==> src/rtl/spi_cmd_pkg.sv <==
package spi_cmd_pkg;
  localparam int BYTE_W = 8;
  localparam logic [BYTE_W-1:0] OP_NOP = 8'h00;
  localparam logic [BYTE_W-1:0] OP_RD1 = 8'h01;
  localparam logic [BYTE_W-1:0] OP_RD2 = 8'h02;

  function automatic logic [BYTE_W-1:0] status_byte(logic rdy, logic avail, logic two);
    return {rdy, avail, two, 5'b0};
  endfunction

  function automatic logic is_two_byte(logic [BYTE_W-1:0] op);
    return op[BYTE_W-1];
  endfunction
endpackage

==> src/rtl/spi_pin_sync.sv <==
module spi_pin_sync #(
  parameter int N      = 4,
  parameter int STAGES = 2
) (
  input  logic         clk_i,
  input  logic         rst_ni,
  input  logic [N-1:0] d_i,
  output logic [N-1:0] q_o,
  output logic [N-1:0] prev_o
);
  logic [STAGES-1:0][N-1:0] pipe_q;
  logic [N-1:0]             prev_q;

  always_ff @(posedge clk_i or negedge rst_ni) begin
    if (!rst_ni) begin
      pipe_q <= '0;
      prev_q <= '0;
    end else begin
      pipe_q[0] <= d_i;
      for (int s = 1; s < STAGES; s++) pipe_q[s] <= pipe_q[s-1];
      prev_q <= pipe_q[STAGES-1];
    end
  end

  assign q_o    = pipe_q[STAGES-1];
  assign prev_o = prev_q;
endmodule

==> src/rtl/spi_byte_framer.sv <==
module spi_byte_framer
  import spi_cmd_pkg::*;
(
  input  logic              clk_i,
  input  logic              rst_ni,
  input  logic              clr_i,
  input  logic              rise_i,
  input  logic              fall_i,
  input  logic              sdi_i,
  input  logic [BYTE_W-1:0] load_i,
  output logic              sdo_o,
  output logic              start_o,
  output logic              done_o,
  output logic [BYTE_W-1:0] rx_o
);
  localparam int CNT_W = $clog2(BYTE_W);

  logic [CNT_W-1:0]  bit_q;
  logic [BYTE_W-1:0] sh_in_q, sh_out_q;
  logic              done_q;

  always_ff @(posedge clk_i or negedge rst_ni) begin
    if (!rst_ni) begin
      bit_q    <= '0;
      sh_in_q  <= '0;
      sh_out_q <= '0;
      done_q   <= 1'b0;
    end else begin
      done_q <= 1'b0;
      if (clr_i) begin
        bit_q    <= '0;
        sh_out_q <= load_i;
      end else if (rise_i) begin
        sh_in_q <= {sh_in_q[BYTE_W-2:0], sdi_i};
        bit_q   <= bit_q + CNT_W'(1);
        done_q  <= (bit_q == CNT_W'(BYTE_W-1));
      end else if (fall_i && bit_q != '0) begin
        sh_out_q <= {sh_out_q[BYTE_W-2:0], 1'b0};
      end else if (bit_q == '0) begin
        sh_out_q <= load_i;  // keep idle byte current between transfers
      end
    end
  end

  assign sdo_o   = sh_out_q[BYTE_W-1];
  assign start_o = rise_i && !clr_i && bit_q == '0;
  assign done_o  = done_q;
  assign rx_o    = sh_in_q;

  assert_frame_len_R1: assert property (@(posedge clk_i) disable iff (!rst_ni)
    done_q |-> ($past(bit_q) == CNT_W'(BYTE_W-1)) && (bit_q == '0));
  assert_resync_R4: assert property (@(posedge clk_i) disable iff (!rst_ni)
    clr_i |=> (bit_q == '0) && !done_q);
endmodule

==> src/rtl/spi_read_queue.sv <==
module spi_read_queue
  import spi_cmd_pkg::*;
(
  input  logic                clk_i,
  input  logic                rst_ni,
  input  logic                clr_i,
  input  logic                load_i,
  input  logic                two_i,
  input  logic [2*BYTE_W-1:0] data_i,
  input  logic                xfer_start_i,
  input  logic                xfer_done_i,
  input  logic [1:0]          arm_req_i,
  output logic [BYTE_W-1:0]   head_o,
  output logic                avail_o,
  output logic                two_o,
  output logic                armed_o
);
  logic [BYTE_W-1:0] q0_q, q1_q;
  logic [1:0]        cnt_q, arm_q;
  logic              data_xfer_q;

  logic       pop;
  logic [1:0] cnt_pop, arm_pop, arm_nxt;
  logic [2:0] arm_sum;

  always_comb begin
    pop     = xfer_done_i && data_xfer_q;
    cnt_pop = cnt_q - {1'b0, pop};
    arm_pop = arm_q - {1'b0, pop};
    arm_sum = {1'b0, arm_pop} + {1'b0, arm_req_i};
    arm_nxt = arm_pop;
    if (xfer_done_i && arm_req_i != 2'd0 && cnt_pop != 2'd0)
      arm_nxt = (arm_sum > {1'b0, cnt_pop}) ? cnt_pop : arm_sum[1:0];
  end

  always_ff @(posedge clk_i or negedge rst_ni) begin
    if (!rst_ni) begin
      q0_q <= '0; q1_q <= '0;
      cnt_q <= '0; arm_q <= '0;
      data_xfer_q <= 1'b0;
    end else if (clr_i) begin
      cnt_q <= '0; arm_q <= '0;
      data_xfer_q <= 1'b0;
    end else if (load_i) begin
      q0_q  <= data_i[2*BYTE_W-1:BYTE_W];
      q1_q  <= data_i[BYTE_W-1:0];
      cnt_q <= two_i ? 2'd2 : 2'd1;
      arm_q <= '0;
      data_xfer_q <= 1'b0;
    end else begin
      if (xfer_start_i) data_xfer_q <= (arm_q != 2'd0);
      if (xfer_done_i) begin
        cnt_q <= cnt_pop;
        arm_q <= arm_nxt;
        if (pop) q0_q <= q1_q;
      end
    end
  end

  assign head_o  = q0_q;
  assign avail_o = cnt_q != 2'd0;
  assign two_o   = cnt_q == 2'd2;
  assign armed_o = arm_q != 2'd0;

  assert_arm_le_cnt_R9: assert property (@(posedge clk_i) disable iff (!rst_ni)
    (arm_q <= cnt_q) && (cnt_q <= 2'd2));
  assert_load_avail_R8: assert property (@(posedge clk_i) disable iff (!rst_ni)
    load_i && !clr_i |=> avail_o && (two_o == $past(two_i)));
  assert_drain_R9: assert property (@(posedge clk_i) disable iff (!rst_ni)
    xfer_done_i && data_xfer_q && cnt_q == 2'd1 && !load_i && !clr_i |=> !avail_o);
endmodule

==> src/rtl/spi_cmd_port.sv <==
module spi_cmd_port
  import spi_cmd_pkg::*;
#(
  parameter int BUSY_W      = 12,
  parameter int SYNC_STAGES = 2
) (
  input  logic                clk_i,
  input  logic                rst_ni,
  input  logic                sck_i,
  input  logic                sdi_i,
  input  logic                en_i,
  input  logic                mode_i,
  input  logic [BUSY_W-1:0]   busy_len_i,
  input  logic                rd_load_i,
  input  logic                rd_two_i,
  input  logic [2*BYTE_W-1:0] rd_data_i,
  output logic                sdo_o,
  output logic                sdo_oe_o,
  output logic                cmd_stb_o,
  output logic                dat_stb_o,
  output logic [BYTE_W-1:0]   cmd_op_o,
  output logic [BYTE_W-1:0]   cmd_dat_o,
  output logic                rst_req_o
);
  localparam int NPIN = 4;

  logic [NPIN-1:0] pin_s, pin_p;
  logic sck_s, sdi_s, en_s, mode_s, sck_p, en_p;
  logic rise, fall, en_rise, soft_rst, clr;

  spi_pin_sync #(.N(NPIN), .STAGES(SYNC_STAGES)) i_sync (
    .clk_i, .rst_ni,
    .d_i   ({mode_i, en_i, sdi_i, sck_i}),
    .q_o   (pin_s),
    .prev_o(pin_p)
  );

  assign {mode_s, en_s, sdi_s, sck_s} = pin_s;
  assign sck_p    = pin_p[0];
  assign en_p     = pin_p[2];
  assign rise     = en_s && sck_s && !sck_p;
  assign fall     = en_s && !sck_s && sck_p;
  assign en_rise  = en_s && !en_p;
  assign soft_rst = !en_s && !mode_s;
  assign clr      = !en_s || en_rise;

  logic [BUSY_W-1:0] busy_q;
  logic              ready, pend_q;
  logic [BYTE_W-1:0] pend_op_q, rx, head, load_val;
  logic              start, done, avail, two, armed;
  logic [1:0]        arm_req;
  logic              cmd_stb_q, dat_stb_q;
  logic [BYTE_W-1:0] op_q, dat_q;

  assign ready    = busy_q == '0;
  assign load_val = armed ? head : status_byte(ready, avail, two);

  spi_byte_framer i_framer (
    .clk_i, .rst_ni,
    .clr_i  (clr),
    .rise_i (rise),
    .fall_i (fall),
    .sdi_i  (sdi_s),
    .load_i (load_val),
    .sdo_o  (sdo_o),
    .start_o(start),
    .done_o (done),
    .rx_o   (rx)
  );

  always_comb begin
    arm_req = 2'd0;
    if (done && en_s && !pend_q) begin
      if (rx == OP_RD1)      arm_req = 2'd1;
      else if (rx == OP_RD2) arm_req = 2'd2;
    end
  end

  spi_read_queue i_queue (
    .clk_i, .rst_ni,
    .clr_i       (soft_rst),
    .load_i      (rd_load_i),
    .two_i       (rd_two_i),
    .data_i      (rd_data_i),
    .xfer_start_i(start),
    .xfer_done_i (done && en_s),
    .arm_req_i   (arm_req),
    .head_o      (head),
    .avail_o     (avail),
    .two_o       (two),
    .armed_o     (armed)
  );

  always_ff @(posedge clk_i or negedge rst_ni) begin
    if (!rst_ni) begin
      busy_q <= '0; pend_q <= 1'b0; pend_op_q <= '0;
      cmd_stb_q <= 1'b0; dat_stb_q <= 1'b0; op_q <= '0; dat_q <= '0;
    end else begin
      cmd_stb_q <= 1'b0;
      dat_stb_q <= 1'b0;
      if (busy_q != '0) busy_q <= busy_q - BUSY_W'(1);
      if (soft_rst) begin
        pend_q <= 1'b0;
        busy_q <= '0;
      end else if (clr) begin
        pend_q <= 1'b0;
      end else if (done) begin
        if (pend_q) begin
          cmd_stb_q <= 1'b1; dat_stb_q <= 1'b1;
          op_q <= pend_op_q; dat_q <= rx;
          pend_q <= 1'b0;
          busy_q <= busy_len_i;
        end else if (rx != OP_NOP && rx != OP_RD1 && rx != OP_RD2 && ready) begin
          if (is_two_byte(rx)) begin
            pend_q    <= 1'b1;
            pend_op_q <= rx;
          end else begin
            cmd_stb_q <= 1'b1;
            op_q      <= rx;
            busy_q    <= busy_len_i;
          end
        end
      end
    end
  end

  assign sdo_oe_o  = en_s;
  assign cmd_stb_o = cmd_stb_q;
  assign dat_stb_o = dat_stb_q;
  assign cmd_op_o  = op_q;
  assign cmd_dat_o = dat_q;
  assign rst_req_o = soft_rst;

  assert_busy_after_cmd_R10: assert property (@(posedge clk_i) disable iff (!rst_ni)
    cmd_stb_o |-> ($past(busy_len_i) == '0) || !ready);
  assert_two_byte_op_R7: assert property (@(posedge clk_i) disable iff (!rst_ni)
    dat_stb_o |-> cmd_stb_o && is_two_byte(cmd_op_o));
  assert_one_byte_op_R7: assert property (@(posedge clk_i) disable iff (!rst_ni)
    cmd_stb_o && !dat_stb_o |-> !is_two_byte(cmd_op_o) && cmd_op_o != OP_NOP
                                && cmd_op_o != OP_RD1 && cmd_op_o != OP_RD2);
  assert_quiet_disabled_R2: assert property (@(posedge clk_i) disable iff (!rst_ni)
    !sdo_oe_o && $past(!sdo_oe_o) |-> !cmd_stb_o);
  assert_soft_reset_R3: assert property (@(posedge clk_i) disable iff (!rst_ni)
    rst_req_o |=> ready && !avail);
endmodule

==> config.mk <==
export PLATFORM = sky130hd
export DESIGN_NAME = spi_cmd_port
export DESIGN_NICKNAME = d
export VERILOG_FILES = /design/src/rtl/spi_cmd_pkg.sv /design/src/rtl/spi_pin_sync.sv /design/src/rtl/spi_byte_framer.sv /design/src/rtl/spi_read_queue.sv /design/src/rtl/spi_cmd_port.sv
export SDC_FILE = /design/constraint.sdc
export NUM_CORES = 1
export LEC_CHECK = 0
export ABC_AREA = 0
export BUFFER_PORTS_ARGS = -buffer_cell sky130_fd_sc_hd__clkbuf_2
export CORE_UTILIZATION = 45
export CTS_CLUSTER_DIAMETER = 30
export DETAILED_ROUTE_END_ITERATION = 8
export GPL_TIMING_DRIVEN = 0
export SYNTH_ARGS = -nofsm -noshare
export SYNTH_HDL_FRONTEND = slang
export SYNTH_SLANG_ARGS = --single-unit
==> constraint.sdc <==
create_clock -name clk_i -period 4.6 [get_ports clk_i]
set_clock_uncertainty 0.05 [all_clocks]
set_input_delay 0.69 -clock clk_i [delete_from_list [all_inputs] [get_ports clk_i]]
set_output_delay 0.69 -clock clk_i [all_outputs]
set_load 0.02 [all_outputs]
=== Word level (Yosys, flattened, before mapping) ===
Index checks and enable logic that the tools add are counted.

* Bits in registers: 91
* Latch bits: 0
* Memory bits (writable): 0
* Bits in read-only memories: 0
* Bits of input ports: 36
* Output and inout port bits: 21
* Logic and storage cells: 138
* Memories kept: 0

* Add/subtract/negate cells: 5
* Multipliers: 0
* Divide/modulo/power cells: 0
* Order comparisons: 1
* Equality and inequality tests: 8
* Shift-type cells: 0
* Multiplexer cells: 53
* Bitwise logic cells: 3
* Reduce and logical (&&, ||, !) cells: 49

{| class="wikitable"
|+ Operator list
! operator !! count
|-
| two-way mux 8 bit || 11
|-
| two-way mux 12 bit || 7
|-
| two-way mux 2 bit || 12
|-
| two-way mux 1 bit || 21
|-
| logical AND 1 bit || 17
|-
| nonzero test 2 bit || 8
|-
| nonzero test 3 bit || 5
|-
| logical NOT 12 bit || 1
|-
| nonzero test 12 bit || 1
|-
| subtractor 12 x 1 -> 12 bit (second input constant) || 1
|-
| equality test 8 x 1 -> 1 bit (second input constant) || 1
|-
| equality test 8 x 2 -> 1 bit (second input constant) || 1
|-
| inequality test 8 x 1 -> 1 bit (second input constant) || 1
|-
| inequality test 8 x 2 -> 1 bit (second input constant) || 1
|-
| nonzero test 8 bit || 1
|-
| logical NOT 1 bit || 7
|-
| two-way mux 3 bit || 2
|-
| AND reduction 2 bit || 3
|-
| AND reduction 6 bit || 1
|-
| AND reduction 5 bit || 1
|-
| AND reduction 4 bit || 1
|-
| subtractor 2 x 1 -> 2 bit || 2
|-
| adder 2 x 2 -> 3 bit || 1
|-
| adder 3 x 1 -> 3 bit (second input constant) || 1
|-
| 9 further kinds || 11
|}

=== Longest topological paths before layout ===
* Word-level depth: 11
* Gate-level depth with buffers: 15
* Depth with buffers taken out: 14

=== Hierarchy ===
Synthesis repeated with hierarchy kept, for this count alone.

* Cells, all modules: 436
* Area, all modules: 4748.3 sq um

{| class="wikitable"
|+ By module, submodules not included
! module !! instances !! cells each !! area each (sq um) !! sequential area each (sq um)
|-
| spi_cmd_port || 1 || 241 || 2298.5 || 975.9
|-
| spi_read_queue || 1 || 110 || 1192.4 || 525.5
|-
| spi_byte_framer || 1 || 69 || 927.1 || 500.5
|-
| spi_pin_sync || 1 || 16 || 330.3 || 300.3
|}

=== Worst setup path after synthesis ===
OpenSTA, ideal clock, no wires.

* Path type: flip-flop to flip-flop
* Start point: reg i_sync.pipe_q, in the netlist i_sync.q_o[2]
* End point: reg i_queue.arm_q[0]
* Library setup time: 0.083 ns
* Arrival: 3.198 ns
* Required time: 4.467 ns
* Path slack: 1.269 ns
* Stages on the path, launching flop included: 13
* Buffers on the path: 1
* Period minus slack after synthesis: 3.331 ns
* Cells stage by stage: dfrtp_1 buf_2 nand2_1 nor3_1 nand2_1 or4b_2 fa_1 inv_1 ha_1 a32oi_1 mux2i_1 mux2i_1 o21ai_0

* Cells in the longest elaborated chain, start to end: 10
* Elaborated cells on any way between the ends: 20
* Those cells by class: add/sub (3); order compare (1); mux (6); reduce/logical (10)

{| class="wikitable"
|+ Ends and longest elaborated chain
! what !! line !! source
|-
| start: declaration || spi_pin_sync.sv:11 || <nowiki>logic [STAGES-1:0][N-1:0] pipe_q;</nowiki>
|-
| logical AND 1 bit || spi_cmd_port.sv:73, spi_cmd_port.sv:86 ||
|-
| logical AND 1 bit, on equally long branches || spi_read_queue.sv:27, spi_cmd_port.sv:73 ||
|-
| subtractor 2 x 1 -> 2 bit / two-way mux 2 bit (equally long branches) || spi_read_queue.sv:29, spi_cmd_port.sv:73 ||
|-
| adder 2 x 2 -> 3 bit / nonzero test 2 bit (equally long branches) || spi_read_queue.sv:30, spi_read_queue.sv:32 ||
|-
| > comparator 3 x 2 -> 1 bit / logical AND 1 bit (equally long branches) || spi_read_queue.sv:33, spi_read_queue.sv:32 ||
|-
| two-way mux 2 bit / logical AND 1 bit (equally long branches) || spi_read_queue.sv:33, spi_read_queue.sv:32 ||
|-
| two-way mux 2 bit || spi_read_queue.sv:32 || <nowiki>if (xfer_done_i && arm_req_i != 2'd0 && cnt_pop != 2'd0)</nowiki>
|-
| two-way mux 2 bit || spi_read_queue.sv:52 || <nowiki>if (xfer_done_i) begin</nowiki>
|-
| two-way mux 2 bit || spi_read_queue.sv:44 || <nowiki>end else if (load_i) begin</nowiki>
|-
| two-way mux 2 bit || spi_read_queue.sv:41 || <nowiki>end else if (clr_i) begin</nowiki>
|-
| end signal: assignment || spi_read_queue.sv:54 || <nowiki>arm_q <= arm_nxt;</nowiki>
|-
| end: declaration || spi_read_queue.sv:19 || <nowiki>logic [1:0] cnt_q, arm_q;</nowiki>
|}

Parallel ways exist; a longest one is shown, timed or not. The select of a mux whose other input is x is not followed.
A chain may end at the register's enable or synchronous reset.

=== Worst setup path in the final report ===
Same ends and word-level chain as after synthesis.

==> reports/results.txt <==
worst hold path type -> flip-flop to flip-flop
commonest non-fill, non-tap cell in the layout -> dfrtp_1
proportion of synthesized flip-flops having asynchronous set or reset -> 100%
leading cell types in the layout, fill and taps excluded -> dfrtp_1 (90), clkbuf_2 (56), nand2_1 (46), nor2_1 (38)
initial DRC count -> 69
register area -> 0.00225 sq mm
number of sinks driven by the clock tree -> 90
cell area power density -> 303 mW/mm^2
top post-synthesis cells by area -> dfrtp_1 (52%), mux2_2 (6.2%), mux2i_1 (4.6%), nand2_1 (3.9%), nor2_1 (3.3%)
maximum buffer depth of the clock tree -> 2
final worst path period need -> 3.56 ns
routed length per placed instance -> 14.6 um
WL final -> 9.05 mm
number of non-filler instances in the completed layout -> 619
WP data arrival -> 3.77 ns
gpl congestion -> 0.770
final worst slack -> 1.04 ns
multi-input combinational cell area -> 0.00192 sq mm
insertion delay to the later sink of the worst-skew pair -> 0.35 ns
fraction of the cycle the final worst path needs -> 77.3%
hold buffer count at CTS -> 0
synthesis warning total -> 0
Inserted Diodes -> 0
number of violations of the max-capacitance limit -> 0
worst setup path class -> flip-flop to flip-flop
Gate Count Post-Synth -> 418
DRC -> 0
cells along the critical path -> buf_2, nand2_1, nor3_1, nand2_1, or4b_2, fa_1, inv_1, ha_1, nand2b_1, a32oi_1, mux2i_1, mux2i_1, o21ai_0
data required time at the worst endpoint -> 4.81 ns
global-route wire length before repair -> 15.5 mm
number of detailed-routing iterations run before antenna repair -> 4
Die ar. -> 0.0101 sq mm
H-tree depth reported by CTS -> 3
crit start category -> flip-flop
count of different cell masters after synthesis -> 55
worst slack, placed -> 1.04 ns
share of synthesized area occupied by flip-flops and latches -> 51.5%
Reg clk slew, reported paths -> 0.08 ns
fraction of final layout cells with drive strength greater than 1 -> 25.3%
RSZ-0062 raised after global routing -> false
Overall Global Routing Usage -> 19.5%
predominant post-synthesis flop cell -> dfrtp_1
peak fanout along the critical path -> 9
Layout area overhead -> 14.5%
FMAX -> 0.281 GHz
pin count of the biggest net entering global routing -> 53
delay contributed by the slowest stage of the critical path -> 0.66 ns
antenna violations before repair -> 0
Setup violations, final -> 0
number of fill cells -> 898
synthesized area per cell -> 10.5 sq um
Fin Hold WS -> 0.302 ns
capturing element type of the critical path -> flip-flop
setup TNS -> 0 ns
Final ANT Viol Nets -> 0
number of max-slew violations in the final report -> 0
CP max stage cell -> or4b_2
CTS-repair resized insts -> 0
vias in the first global route -> 3219
average vias per placed instance -> 5.18
worst-case headroom to the max-slew limit -> 42.9%
total via count in the routed design -> 3209
half-perimeter wire length after detailed placement -> 6.49 mm
Fin. Hold Viols -> 0
CTS tree -> built
number of register bits inferred by synthesis -> 90
postcts setup bufs -> 0
quantity of I/O buffers inserted on ports -> 56
floorplan die height -> 101 um
number of nets in the finished design -> 533
std cell rows -> 35
post-synthesis instance area -> 0.00437 sq mm
static power due to leakage -> 2.44 nW
overall die width -> 101 um
library cell occupying the most area in the post-synthesis netlist -> dfrtp_1
total clock buffers created by CTS -> 9
pin slew with the least headroom to its limit -> 0.854 ns
number of flops mapped to enable cells by yosys -> 0
number of top-level design ports -> 57
starting utilization of the core area -> 46.9%
Inst Count DP -> 604
Syn Nets -> 465
area share of the largest cell type after synthesis -> 51.5%
Clock Tree Root -> clkbuf_8
run status -> completed
worst ir drop on vdd -> 164 uV
Core ar. -> 0.00933 sq mm
global route overflow -> 0
==> worst max-delay path: cells and delay by family (launching register included) <==
kind | cells | cell delay, ns
mux | 2 | 0.32
fa+ha+maj | 2 | 0.86
flops | 1 | 0.39
simple gates | 5 | 1.17
buf+inv | 2 | 0.27
compound gates | 2 | 0.41
==> report_power, final <==
group	switching, W	internal [W]	total, W
clock network	0.000265	0.000208	0.000473
logic	0.0000920	0.0000778	0.000170
registers	0.0000371	0.000835	0.000872
total	0.000394	0.00112	0.00152
==> metal layers <==
layer | vias up | GRT usage (%) | wire length [um]
met5 | - | 0 | 0
met4 | 0 | 5.69 | 98
met3 | 10 | 2.98 | 230
met2 | 58 | 32.7 | 4330
met1 | 1549 | 26.4 | 4390
li1 | 1592 | - | -
==> metrics by stage <==
| step | power, W | utilization [%] | area (sq um) |
|---|---|---|---|
| after floorplan | 0.000986 | - | 4370 |
| after global placement | 0.00105 | 51.6 | 4810 |
| after detailed placement | 0.00106 | 51.9 | 4840 |
| after CTS | 0.00154 | 53.7 | 5010 |
| after global routing | 0.00160 | 53.7 | 5010 |
| final | 0.00152 | 53.7 | 5010 |
==> cells by family (layout without fill, tap and decap cells) <==
group / after synthesis / in the layout / synth area share (%)
xor gates and xnor gates: 9 / 9 / 1.80
muxes: 44 / 44 / 10.8
DFF: 90 / 90 / 51.5
adders and majority gates: 11 / 11 / 3.32
and+or+nand+nor: 147 / 147 / 17.1
buffers and inverters: 42 / 114 / 4.69
AOI/OAI and AO/OA: 75 / 75 / 10.8
==> registers in the layout (all words and copies together), names as in the netlist, 4 cells and up <==
signal,count
busy_q,12
cmd_dat_o,8
cmd_op_o,8
i_framer.rx_o,8
i_framer.sh_out_q,8
i_queue.head_o,8
i_queue.q1_q,8
pend_op_q,8
i_sync.pipe_q,4
i_sync.q_o,4
==> area by class of cell <==
class / instances / area share, %
Buffer: 24 / 2.75
Clock buffer: 11 / 2.82
Clock inverter: 4 / 0.575
Inverter: 18 / 1.35
Multi-Input combinational cell: 286 / 38.3
Sequential cell: 90 / 45.0
Tap cell: 129 / 3.22
Timing Repair Buffer: 57 / 6.05
==> final timing paths <==
path / startpoint / to / slack, ns / cells past startpoint
hold reg to reg: i_sync.pipe_q[0] / i_sync.q_o[0] / 0.30 / 0
min in group asynchronous: rst_ni / cmd_op_o[7] / 0.37 / 1
setup reg to reg: i_sync.q_o[2] / i_queue.arm_q[0] / 1.04 / 13
hold / removal: i_sync.pipe_q[0] / i_sync.q_o[0] / 0.30 / 0
setup / recovery: i_sync.q_o[2] / i_queue.arm_q[0] / 1.04 / 13
max in group asynchronous: rst_ni / i_sync.pipe_q[0] / 3.46 / 2
==> cell usage after synthesis (9+ instances only) <==
cell and number:
mux2i_1 20, inv_1 18, o21ai_0 14, ha_1 10, mux2_2 24, nor2_1 38, a211oi_1 14, nor3_1 11
nand2_1 46, a21oi_1 24, buf_2 9, dfrtp_1 90, nand3_1 9
Power figures use the tool's default switching activity.
